$ cat src/rtl/mpg_pkg.sv
package mpg_pkg;

    typedef enum logic [2:0] {
        SEL_EXIT,
        SEL_CPUID,
        SEL_IRQ,
        SEL_COUNT,
        SEL_NONE
    } mpg_sel_e;

    localparam int WIN_BITS = 6;

    typedef struct packed {
        logic        valid;
        logic [31:0] data;
    } mpg_rd_t;

endpackage

$ cat src/rtl/mpg_decode.sv
module mpg_decode
    import mpg_pkg::*;
(
    input  logic [WIN_BITS-1:0] offset,
    output mpg_sel_e            sel
);
    always_comb begin
        case (offset)
            6'd0:    sel = SEL_EXIT;
            6'd4:    sel = SEL_CPUID;
            6'd8:    sel = SEL_IRQ;
            6'd12:   sel = SEL_COUNT;
            default: sel = SEL_NONE;
        endcase
    end
endmodule

$ cat src/rtl/mpg_halt.sv
module mpg_halt (
    input  logic       clk,
    input  logic       rst_n,
    input  logic       wr_en,
    input  logic [7:0] wr_byte,
    output logic       halt_pulse,
    output logic [7:0] exit_code
);
    typedef struct packed {
        logic       pulse;
        logic [7:0] code;
    } halt_st_t;

    halt_st_t st_d, st_q;

    always_comb begin
        st_d       = st_q;
        st_d.pulse = wr_en;
        if (wr_en) begin
            st_d.code = wr_byte;
        end
    end

    always_ff @(posedge clk) begin
        if (!rst_n) begin
            st_q <= '0;
        end else begin
            st_q <= st_d;
        end
    end

    assign halt_pulse = st_q.pulse;
    assign exit_code  = st_q.code;

    assert_halt_capture_R4: assert property (@(posedge clk) disable iff (!rst_n)
        wr_en |=> (halt_pulse && exit_code == $past(wr_byte)));
    assert_halt_single_R4: assert property (@(posedge clk) disable iff (!rst_n)
        !wr_en |=> (!halt_pulse && $stable(exit_code)));
endmodule

$ cat src/rtl/mpg_irq_bank.sv
module mpg_irq_bank #(
    parameter int NPROC = 4
) (
    input  logic                  clk,
    input  logic                  rst_n,
    input  logic                  wr_en,
    input  logic                  wide,
    input  logic [7:0]            wr_port,
    input  logic [7:0]            wr_level,
    output logic [NPROC-1:0][7:0] levels
);
    logic [NPROC-1:0][7:0] lvl_d, lvl_q;
    logic                  port_ok;

    assign port_ok = (32'(wr_port) < NPROC);

    always_comb begin
        lvl_d = lvl_q;
        for (int i = 0; i < NPROC; i++) begin
            if (wr_en && port_ok && (32'(wr_port) == i)) begin
                lvl_d[i] = wide ? wr_level : 8'h00;
            end
        end
    end

    always_ff @(posedge clk) begin
        if (!rst_n) begin
            lvl_q <= '0;
        end else begin
            lvl_q <= lvl_d;
        end
    end

    assign levels = lvl_q;

    for (genvar g = 0; g < NPROC; g++) begin : g_chk
        assert_lvl_hold_R7: assert property (@(posedge clk) disable iff (!rst_n)
            !(wr_en && 32'(wr_port) == g) |=> $stable(levels[g]));
        assert_lvl_set_R5: assert property (@(posedge clk) disable iff (!rst_n)
            (wr_en && wide && 32'(wr_port) == g) |=> levels[g] == $past(wr_level));
        assert_lvl_narrow_R6: assert property (@(posedge clk) disable iff (!rst_n)
            (wr_en && !wide && 32'(wr_port) == g) |=> levels[g] == 8'h00);
    end
endmodule

$ cat src/rtl/mp_glue_regs.sv
module mp_glue_regs
    import mpg_pkg::*;
#(
    parameter int NPROC  = 4,
    parameter int ADDR_W = 16,
    parameter int ID_W   = (NPROC > 1) ? $clog2(NPROC) : 1
) (
    input  logic                  clk,
    input  logic                  rst_n,
    input  logic                  bus_valid,
    input  logic                  bus_write,
    input  logic [ADDR_W-1:0]     bus_addr,
    input  logic [1:0]            bus_size,
    input  logic [31:0]           bus_wdata,
    input  logic [ID_W-1:0]       bus_req_id,
    output logic                  rd_valid,
    output logic [31:0]           rd_data,
    output logic                  halt_pulse,
    output logic [7:0]            exit_code,
    output logic [NPROC-1:0][7:0] irq_level
);
    localparam logic [31:0] COUNT_VAL = 32'(NPROC);

    mpg_sel_e sel;
    logic     wr_req, rd_req;
    mpg_rd_t  rd_d, rd_q;

    assign wr_req = bus_valid && bus_write;
    assign rd_req = bus_valid && !bus_write;

    mpg_decode u_decode (
        .offset (bus_addr[WIN_BITS-1:0]),
        .sel    (sel)
    );

    mpg_halt u_halt (
        .clk        (clk),
        .rst_n      (rst_n),
        .wr_en      (wr_req && sel == SEL_EXIT),
        .wr_byte    (bus_wdata[7:0]),
        .halt_pulse (halt_pulse),
        .exit_code  (exit_code)
    );

    mpg_irq_bank #(.NPROC(NPROC)) u_irq (
        .clk      (clk),
        .rst_n    (rst_n),
        .wr_en    (wr_req && sel == SEL_IRQ),
        .wide     (bus_size != 2'd0),
        .wr_port  (bus_wdata[7:0]),
        .wr_level (bus_wdata[15:8]),
        .levels   (irq_level)
    );

    always_comb begin
        rd_d = '0;
        if (rd_req) begin
            rd_d.valid = 1'b1;
            case (sel)
                SEL_CPUID: rd_d.data = 32'(bus_req_id);
                SEL_COUNT: rd_d.data = COUNT_VAL;
                default:   rd_d.data = '0;
            endcase
        end
    end

    always_ff @(posedge clk) begin
        if (!rst_n) begin
            rd_q <= '0;
        end else begin
            rd_q <= rd_d;
        end
    end

    assign rd_valid = rd_q.valid;
    assign rd_data  = rd_q.data;

    assert_rd_idle_R8: assert property (@(posedge clk) disable iff (!rst_n)
        !rd_req |=> (!rd_valid && rd_data == '0));
    assert_rd_strobe_R8: assert property (@(posedge clk) disable iff (!rst_n)
        rd_req |=> rd_valid);
    assert_rd_cpuid_R2: assert property (@(posedge clk) disable iff (!rst_n)
        (rd_req && bus_addr[5:0] == 6'd4) |=> rd_data == 32'($past(bus_req_id)));
    assert_rd_count_R3: assert property (@(posedge clk) disable iff (!rst_n)
        (rd_req && bus_addr[5:0] == 6'd12) |=> rd_data == NPROC);
    assert_ro_write_R11: assert property (@(posedge clk) disable iff (!rst_n)
        (wr_req && (bus_addr[5:0] == 6'd4 || bus_addr[5:0] == 6'd12))
        |=> ($stable(irq_level) && $stable(exit_code) && !halt_pulse));
endmodule

$ cat config.mk
export PLATFORM = sky130hd
export DESIGN_NAME = mp_glue_regs
export DESIGN_NICKNAME = d
export VERILOG_FILES = /design/src/rtl/mpg_pkg.sv /design/src/rtl/mpg_decode.sv /design/src/rtl/mpg_halt.sv /design/src/rtl/mpg_irq_bank.sv /design/src/rtl/mp_glue_regs.sv
export SDC_FILE = /design/constraint.sdc
export NUM_CORES = 1
export LEC_CHECK = 0
export BUFFER_PORTS_ARGS = -buffer_cell sky130_fd_sc_hd__buf_4
export CAP_MARGIN = 20
export CORE_ASPECT_RATIO = 0.8
export CORE_MARGIN = 2
export CORE_UTILIZATION = 25
export CTS_BUF_LIST = sky130_fd_sc_hd__clkbuf_16
export DETAILED_ROUTE_END_ITERATION = 10
export PLACE_DENSITY = 0.61
export SLEW_MARGIN = 10
export SYNTH_ARGS = -nofsm -noshare
export SYNTH_HDL_FRONTEND = slang
export SYNTH_SLANG_ARGS = --single-unit
$ cat constraint.sdc
create_clock -name clk -period 1.8 [get_ports clk]
set_clock_uncertainty 0.05 [all_clocks]
set_input_delay 0.09 -clock clk [delete_from_list [all_inputs] [get_ports clk]]
set_output_delay 0.09 -clock clk [all_outputs]
set_load 0.1 [all_outputs]
## Word level (Yosys, flattened, before mapping)

Cells that the tools add are included.

- Mux-type cells: 4
- Order comparisons: 1
- $mul: 0
- Equality and inequality tests: 9
- Bitwise logic cells: 0
- Shift operators: 0
- Add/subtract/negate cells: 0
- Reduce and logical (&&, ||, !) cells: 15
- Divide/modulo/power cells: 0

Operators by type and width:

| kind | count |
|---|---|
| 2-to-1 mux 33 bit | 1 |
| equality test 8 x 2 -> 1 bit (second input constant) | 2 |
| equality test 6 x 4 -> 1 bit (second input constant) | 2 |
| case mux 3 bit (4 select lines) | 1 |
| logical AND 1 bit | 9 |
| equality test 8 x 1 -> 1 bit (second input constant) | 1 |
| zero test 8 bit | 1 |
| less-than comparator 8 x 3 -> 1 bit (second input constant) | 1 |
| 2-to-1 mux 8 bit | 1 |
| equality test 3 x 2 -> 1 bit (second input constant) | 2 |
| equality test 6 x 3 -> 1 bit (second input constant) | 1 |
| zero test 6 bit | 1 |
| case mux 3 bit (2 select lines) | 1 |
| equality test 3 x 1 -> 1 bit (second input constant) | 1 |
| zero test 3 bit | 1 |
| AND reduction 2 bit | 1 |
| nonzero test 2 bit | 1 |
| zero test 1 bit | 1 |

- Bits in latches: 0
- Memories kept: 0
- Bits in read-only memories: 0
- Bits in writable memories: 0
- Bits in registers: 74

## Depth between registers and ports, before layout

Gate-level depths: netlist (run 1).

- Depth after elaboration: 6
- Mapped depth: 6

## By module

Synthesis (run 1) repeated with hierarchy kept, for this count alone.

- Cell total of the unflattened synthesis: 197
- Area, all modules: 1988.2 sq um

By module, submodules not included:

| module | area an instance (sq um) | instances | cells an instance | sequential area each (sq um) |
|---|---|---|---|---|
| mpg_irq_bank | 1238.7 | 1 | 119 | 640.6 |
| mp_glue_regs | 391.6 | 1 | 47 | 80.1 |
| mpg_halt | 329.1 | 1 | 27 | 180.2 |
| mpg_decode | 28.8 | 1 | 4 | 0.0 |

## Worst setup path before layout (run 1)

OpenSTA, ideal clock, no wires.

- Kind: input to register
- Start point: input bus_addr[1]
- End point: register u_irq.lvl_q, in the netlist u_irq.levels[0]
- Library setup time: 0.121 ns
- Stages on the path: 6
- Setup slack: 0.379 ns
- Data arrival time: 1.250 ns
- Path through: nor4_4 > nand4_2 > buf_6 > or3_1 > buf_6 > mux2i_1

- Word-level cells in the longest chain between the ends: 6
- Elaborated cells between the ends (all ways): 9

RTL lines:

| element | RTL line | text |
|---|---|---|
| start, declared | mp_glue_regs.sv:12 | `input logic [ADDR_W-1:0] bus_addr,` |
| equality test 6 x 4 -> 1 bit (tied with other cells) | mpg_decode.sv:8 | `case (offset)` |
| case mux 3 bit (4 select lines) * | mpg_decode.sv:8 |  |
| equality test 3 x 2 -> 1 bit * | mp_glue_regs.sv:48 | `.wr_en (wr_req && sel == SEL_IRQ),` |
| logical AND 1 bit * | mp_glue_regs.sv:48 |  |
| logical AND 1 bit * (2 in series) | mpg_irq_bank.sv:20 | `if (wr_en && port_ok && (32'(wr_port) == i)) begin` |
| end signal, assigned | mpg_irq_bank.sv:30 | `lvl_q <= lvl_d;` |
| end, declared | mpg_irq_bank.sv:12 | `logic [NPROC-1:0][7:0] lvl_d, lvl_q;` |

Every way passes the cells marked *; elsewhere a longest branch is shown, timed or not.
A chain may end at the register's enable or synchronous reset.

## Worst setup path after layout (run 1)

- Start point: input bus_addr[1]
- End point: register u_irq.lvl_q, in the netlist u_irq.levels[10]

The elaborated chain is that of the path after synthesis.

==> results.cfg, run 1 <==
[clock_tree]
clock-root-buffer = clkbuf_16
insertion_delay_ns = 0.28
htreeDepth = 2
cts_buffers = 5
cts_resized = 0
clkTransAtPathRegs_ns = 0.07
cts_tree = yes
cts.sinks = 45
cts_buffer_depth = 2

[sta]
period_share = 0.814
fmax_mhz = 682
rsz0062_at_grt = no
fin_tns_setup_ns = 0
period_needed_ns = 1.47
relSlewSlack = 0.628
tightest_slew_ns = 0.558
drv_slew = 0
setup_violations = 0
hold_viol = 0

[detailed_routing]
via_per_inst = 3.95
vias = 1507
firstDrtPassIters = 4
wl_per_cell_um = 12.6
wl_um = 4830
ant_nets = 0
first_iter_violations = 55
drc_errors = 0

[logic_synthesis]
synth.most_common_cell = dfxtp_1
ys_top_cells_by_count = dfxtp_1 (45), nand2_1 (33), mux2i_1 (32)
synth.distinct_cells = 23
async_flop_share = 0
synth_top_area_frac = 0.474
synth-edff-count = 0
yosys.area.top_type = dfxtp_1
synth-seq-area-share = 0.474
synth.ff_latch_count = 45
synthTopCellsByArea = dfxtp_1 (47%), mux2i_1 (17%), buf_4 (11%)
syn-cell-area_sq_um = 1900
ys_warn_count = 0
syn_avg_cell_area_sq_um = 9.75
synth_flop_cell = dfxtp_1
synth_cells = 195

[die]
die_area_sq_um = 8330
initial_utilization = 0.257
die_width_um = 102
rows = 28
io_pins = 130
die_h_um = 82.0
core_sq_um = 7390

[power]
leakagePower_nw = 1.39
powerDensity_nw_per_um2 = 867
irDropWorstVdd_mv = 0.370

[setup_path]
required_ns = 1.90
crit_type = primary input to flop
cp.arrival_ns = 1.56
cp-end-kind = flop
reg2reg_depth = 2
startpoint_type = primary input
cp_max_fo = 8
r2r_slack_ns = 1.12

[place]
routabilityCongestion = 0.734
port-buffer-count = 74
place_area_sq_um = 2470
dp_cells = 369
dp_hpwl_um = 3640

[global_route]
grt_usage = 0.118
use_met3 = 0.0391
gr-total-overflow = 0
grt_first_pass_wirelength_um = 7310
grt-busiest-layer = met2
grt_max_degree = 34
antenna_found_initial = 0
grt_pass1_vias = 1398
grt_use_met1 = 0.151
met2_usage = 0.187

[final_layout]
layout.nets = 332
stdcell_count = 382
diodes = 0
drive_gt1_frac = 0.332
stdcell_area_sq_um = 2670
area_growth_pct = 40.2

[job]
drv_cap = 0

[status]
status = complete, no violations

[hold_path]
hold_depth = 3
hold_path_class = primary input to flop
==> flip-flops by register name (all words and copies together), names as in the netlist <==
name and cells:
rd_data 3, rd_valid 1, u_halt.exit_code 8, u_halt.halt_pulse 1
u_irq.levels 32
==> power by group <==
group	total (mW)	switching (mW)	internal, mW
Clock	0.923	0.399	0.524
Combinational	0.393	0.331	0.0616
Sequential	0.997	0.000435	0.996
Total	2.31	0.730	1.58
==> cells in the final DEF (no fill, tap or decap) <==
master | netlist | layout
inv_6 | 0 | 2
clkinvlp_4 | 0 | 1
clkbuf_16 | 0 | 5
or3b_1 | 2 | 2
dlygate4sd3_1 | 0 | 5
inv_1 | 1 | 1
and3b_1 | 2 | 2
nand2_1 | 33 | 33
nor4_4 | 1 | 1
or3_1 | 1 | 1
nand4_2 | 1 | 1
dfxtp_1 | 45 | 45
nand3_1 | 2 | 2
clkinv_1 | 1 | 1
or2_2 | 1 | 1
o21ai_0 | 8 | 8
buf_4 | 29 | 80
nor4b_2 | 1 | 1
o211ai_1 | 8 | 8
nor2_1 | 13 | 13
mux2i_1 | 32 | 32
conb_1 | 1 | 29
nor3_1 | 1 | 1
and2_1 | 2 | 2
==> cells by family after synthesis <==
logic type / Yosys count / share of synthesized area
AO/OA/AOI/OAI: 16 / 0.0526
buffers and inverters: 41 / 0.147
flip-flops: 45 / 0.474
multiplexers: 32 / 0.168
other: 1 / 0.00197
AND/OR/NAND/NOR: 60 / 0.156
==> path summary, 6_finish.rpt <==
check              startpoint             endpoint
max               bus_addr[1]     u_irq.levels[10]
min              bus_wdata[3]  u_halt.exit_code[3]
max reg2reg  u_irq.levels[28]     u_irq.levels[28]
min reg2reg  u_irq.levels[12]     u_irq.levels[12]
==> per-stage QoR <==
| step | utilization | power (mW) | setup slack (ns) | hold WS (ns) |
|---|---|---|---|---|
| 2_1_floorplan | - | 1.38 | 0.379 | 0.162 |
| 3_3_place_gp | 0.334 | 1.40 | 0.0430 | 0.246 |
| 3_5_place_dp | 0.334 | 1.40 | 0.0178 | 0.251 |
| 4_1_cts | 0.361 | 2.34 | 0.324 | 0.00679 |
| 5_1_grt | 0.361 | 2.41 | 0.231 | 0.0135 |
| 6_report | 0.361 | 2.31 | 0.334 | 0.00645 |
==> routing by layer <==
metal | vias up | part of all wire
met5 | - | 0
met4 | 0 | 0.012
met3 | 4 | 0.049
met2 | 40 | 0.49
met1 | 713 | 0.45
li1 | 750 | -
==> cell type report <==
class	instances	area [sq um]
clock buffers	5	125
clock inverters	3	25.0
fillers	772	4730
inverters	2	7.51
multi-input cells	137	826
flip-flops and latches	45	901
well taps	105	131
repair buffers	85	651
==> worst max-delay path: stages <==
cell	delay (ns)
buf_4	0.12
nor4_4	0.34
nand4_2	0.17
or3b_1	0.64
mux2i_1	0.20
==> timing repair <==
action,4_1_cts,5_1_grt
hold buffers,5,0
setup buffers,0,0
endpoints found under the hold margin,5,0
No activity file was read; power rests on OpenSTA's default activity.
==> inputs of run 2 (changes only) <==
PLACE_DENSITY = 0.63   (was 0.61)
clock period = 1.25 ns   (was 1.8 ns; I/O delays follow)
==> results.cfg, run 2 (same netlist as run 1, synthesis figures left out) <==
[final_layout]
layout.nets = 343
fin_util = 0.382
largest_reg_flops = 32
drive_gt1_frac = 0.403
stdcell_area_sq_um = 2820
area_growth_pct = 48.3
fillers = 775
stdcell_count = 393
diodes = 0
mostFrequentLayoutCells = buf_4 (83), nand2_1 (33), mux2i_1 (32)
layout_commonest_cell = buf_4

[clock_tree]
clock-root-buffer = clkbuf_16
cts_buffer_depth = 2
cts_buffers = 5
cts.sinks = 45
htreeDepth = 2
clkTransAtPathRegs_ns = 0.06
insertion_delay_ns = 0.28
cts_tree = yes

[setup_path]
cp_max_fo = 8
crit_type = primary input to flop
startpoint_type = primary input
reg2reg_depth = 2
cp-end-kind = flop
required_ns = 1.37
cp.arrival_ns = 1.36

[global_route]
gr-total-overflow = 0
grt_usage = 0.121
grt_first_pass_wirelength_um = 7720
grt_max_degree = 23
grt_pass1_vias = 1586
antenna_found_initial = 0

[power]
irDropWorstVdd_mv = 0.504
p_total_mw = 3.54
leakagePower_nw = 1.47
powerDensity_nw_per_um2 = 1260

[sta]
fin_tns_setup_ns = 0
relSlewSlack = 0.564
period_needed_ns = 1.24
setup_violations = 0
tightest_slew_ns = 0.651
drv_slew = 0
fmax_mhz = 807
period_share = 0.992
rsz0062_at_grt = yes
fin_ws_ns = 0.0105
hold_slack_ns = 0.00874
hold_viol = 0

[place]
place_area_sq_um = 2540
post-place-ws_ns = -0.369
port-buffer-count = 74
dp_hpwl_um = 3720
routabilityCongestion = 0.743
dp_cells = 376

[detailed_routing]
via_per_inst = 4.05
firstDrtPassIters = 4
ant_nets = 0
wl_um = 5000
drc_errors = 0
wl_per_cell_um = 12.7
vias = 1591
first_iter_violations = 54

[status]
status = complete, no violations

[die]
rows = 28
die_area_sq_um = 8330
core_sq_um = 7390
die_width_um = 102
io_pins = 130
die_h_um = 82.0
initial_utilization = 0.257

[hold_path]
hold_path_class = primary input to flop
hold_depth = 3

[job]
drv_cap = 0
run 2: changes by cell type in the layout (fill, tap and decap cells not counted), moves of 2 or more:
cell,change
buf_4,+3
dfxtp_1,-16
buf_6,+4
dlygate4sd3_1,+4
o21ai_1,+8
o21ai_0,-8
inv_6,-2
dfxtp_2,+16
run 2: worst paths after layout:
| path | start | end | slack [ns] |
|---|---|---|---|
| worst max-delay path | bus_wdata[6] | u_irq.levels[9] | 0.01 |
| worst min-delay path | bus_wdata[1] | u_halt.exit_code[1] | 0.009 |
| worst max register to register | u_irq.levels[21] | u_irq.levels[21] | 0.57 |
| worst min register to register | u_irq.levels[2] | u_irq.levels[2] | 0.42 |
run 2: power by group:
group	leakage (nW)	total [mW]	internal, mW	switching, mW
sequential	0.371	1.44	1.43	0.000695
combinational	1.02	0.590	0.108	0.482
clock	0.0800	1.51	0.946	0.569
run 2: per-layer routing:
layer | part of all wire | track usage
met1 | 0.48 | 0.158
met2 | 0.45 | 0.193
met4 | 0.016 | 0.0392
met5 | 0 | 0
met3 | 0.055 | 0.0323
run 2: layout make-up:
class,instances,area (sq um),share of cell area
Timing Repair Buffer,96,758,0.269
Multi-Input combinational cell,137,831,0.295
Inverter,2,7.51,0.00266
Clock buffer,5,125,0.0444
Tap cell,105,131,0.0466
Clock inverter,3,46.3,0.0164
Sequential cell,45,921,0.327
run 2: critical path: stages:
cell	delay (ns)
buf_4	0.12
nor4b_2	0.31
nand4_2	0.18
or3b_1	0.39
buf_6	0.16
mux2i_1	0.12
run 2: timing repair:
item / 4_1_cts / 5_1_grt
pin swaps: 4 / 0
endpoints found under the setup margin: 16 / 32
endpoints found under the hold margin: 9 / 0
buffers inserted: 0 / 1
hold buffers: 9 / 0
cloned: 0 / 0
resized for setup: 4 / 3
==> inputs of run 3 (changes only) <==
REMOVE_ABC_BUFFERS = 1   (was not set)
==> results.cfg, run 3 (same netlist as run 1, synthesis figures left out) <==
[status]
status = complete, no violations

[setup_path]
cp-end-kind = flop
crit_type = primary input to flop
reg2reg_depth = 2
cp_max_fo = 8
critPathLaunch = bus_addr[4]
required_ns = 1.37
cp.arrival_ns = 1.34
startpoint_type = primary input
reg2reg_from = u_irq.levels[20]

[global_route]
antenna_found_initial = 0
grt_pass1_vias = 1504
grt_usage = 0.118
grt_max_degree = 33
gr-total-overflow = 0
grt_first_pass_wirelength_um = 7500

[final_layout]
largest_reg_flops = 32
area_growth_pct = 45.1
layout_commonest_cell = buf_4
seq_area_sq_um = 901
layout.nets = 341
fillers = 749
diodes = 0
multi_input_area_sq_um = 837
stdcell_area_sq_um = 2760
mostFrequentLayoutCells = buf_4 (81), dfxtp_1 (45), nand2_1 (33)
drive_gt1_frac = 0.340

[power]
leakagePower_nw = 1.44
p_switching_uw = 987
switching_share = 0.303
pwr-share-seq = 0.442
irDropWorstVdd_mv = 0.524
clkPwrFrac = 0.378
combPwrFrac = 0.181
p_int_mw = 2.27
powerDensity_nw_per_um2 = 1180

[sta]
period_needed_ns = 1.22
fmax_mhz = 819
period_share = 0.977
setup_violations = 0
hold_slack_ns = 0.00715
rsz0062_at_grt = yes
fin_tns_setup_ns = 0
hold_viol = 0
drv_slew = 0

[detailed_routing]
via_per_inst = 3.94
wl_um = 4970
ant_nets = 0
wl_per_cell_um = 12.7
drc_errors = 0
vias = 1537
firstDrtPassIters = 4
first_iter_violations = 33

[clock_tree]
insertion_delay_ns = 0.28
clkTransAtPathRegs_ns = 0.06
clock-root-buffer = clkbuf_16
htreeDepth = 2
cts.sinks = 45
cts_buffer_depth = 2
cts_tree = yes
cts_buffers = 5

[die]
core_sq_um = 7390
initial_utilization = 0.257
rows = 28
die_width_um = 102
die_h_um = 82.0
die_area_sq_um = 8330
io_pins = 130

[place]
dp_hpwl_um = 3620
port-buffer-count = 74
place_area_sq_um = 2510
routabilityCongestion = 0.729

[hold_path]
hold_path_class = primary input to flop
worstHoldStart = bus_wdata[0]
hold_depth = 3

[job]
drv_cap = 0
run 3: changes by cell type in the layout (fill, tap and decap cells not counted), moves of 8 or more:
cell     change
dfxtp_1     +16
dfxtp_2     -16
o21ai_0      +8
o21ai_1      -8
run 3: power groups by stage:
stage | Clock [mW] | Sequential (mW) | Combinational, mW
3_3_place_gp | 0 | 1.47 | 0.557
2_1_floorplan | 0 | 1.48 | 0.413
6_report | 1.23 | 1.44 | 0.588
4_1_cts | 1.25 | 1.44 | 0.576
3_5_place_dp | 0 | 1.47 | 0.558
5_1_grt | 1.32 | 1.44 | 0.611
run 3: final timing paths:
check / end / slack, ns
max: u_irq.levels[14] / 0.03
max reg2reg: u_irq.levels[20] / 0.57
min: u_halt.exit_code[0] / 0.007
min reg2reg: u_irq.levels[7] / 0.41
run 3: cell type report:
| type | instances | share of cell area |
|---|---|---|
| clock buffer | 5 | 0.0454 |
| clock inverter | 2 | 0.00408 |
| inverter | 2 | 0.00272 |
| multi-input combinational | 137 | 0.303 |
| sequential | 45 | 0.327 |
| tap | 105 | 0.0476 |
| timing repair buffer | 94 | 0.270 |
run 3: critical path, cell delays in order:
cell     delay, ns
buf_6         0.10
nor4_4        0.32
nand4_2       0.16
or3b_1        0.41
buf_6         0.16
mux2i_1       0.12
run 3: routing by layer:
| layer | share of wire | vias up | GRT usage |
|---|---|---|---|
| li1 | - | 769 | - |
| met1 | 0.45 | 717 | 0.142 |
| met2 | 0.48 | 45 | 0.201 |
| met3 | 0.062 | 6 | 0.0383 |
| met4 | 0.011 | 0 | 0.0365 |
| met5 | 0 | - | 0 |
run 3: through the flow:
step / util / worst slack (ns) / cells / power, mW
after global routing: 0.373 / -0.0409 / 390 / 3.37
after global placement: 0.340 / -0.287 / 375 / 2.03
after CTS: 0.368 / 0.00535 / 389 / 3.26
final: 0.373 / 0.0286 / 390 / 3.25
after floorplan: - / -0.278 / 184 / 1.90
after detailed placement: 0.340 / -0.289 / 375 / 2.03
run 3: timing repair:
action | in CTS | in global routing
hold endpoints to repair | 7 | 0
resized for setup | 0 | 8
setup endpoints to repair | 0 | 32
buffers inserted | 0 | 1
hold buffers | 7 | 0
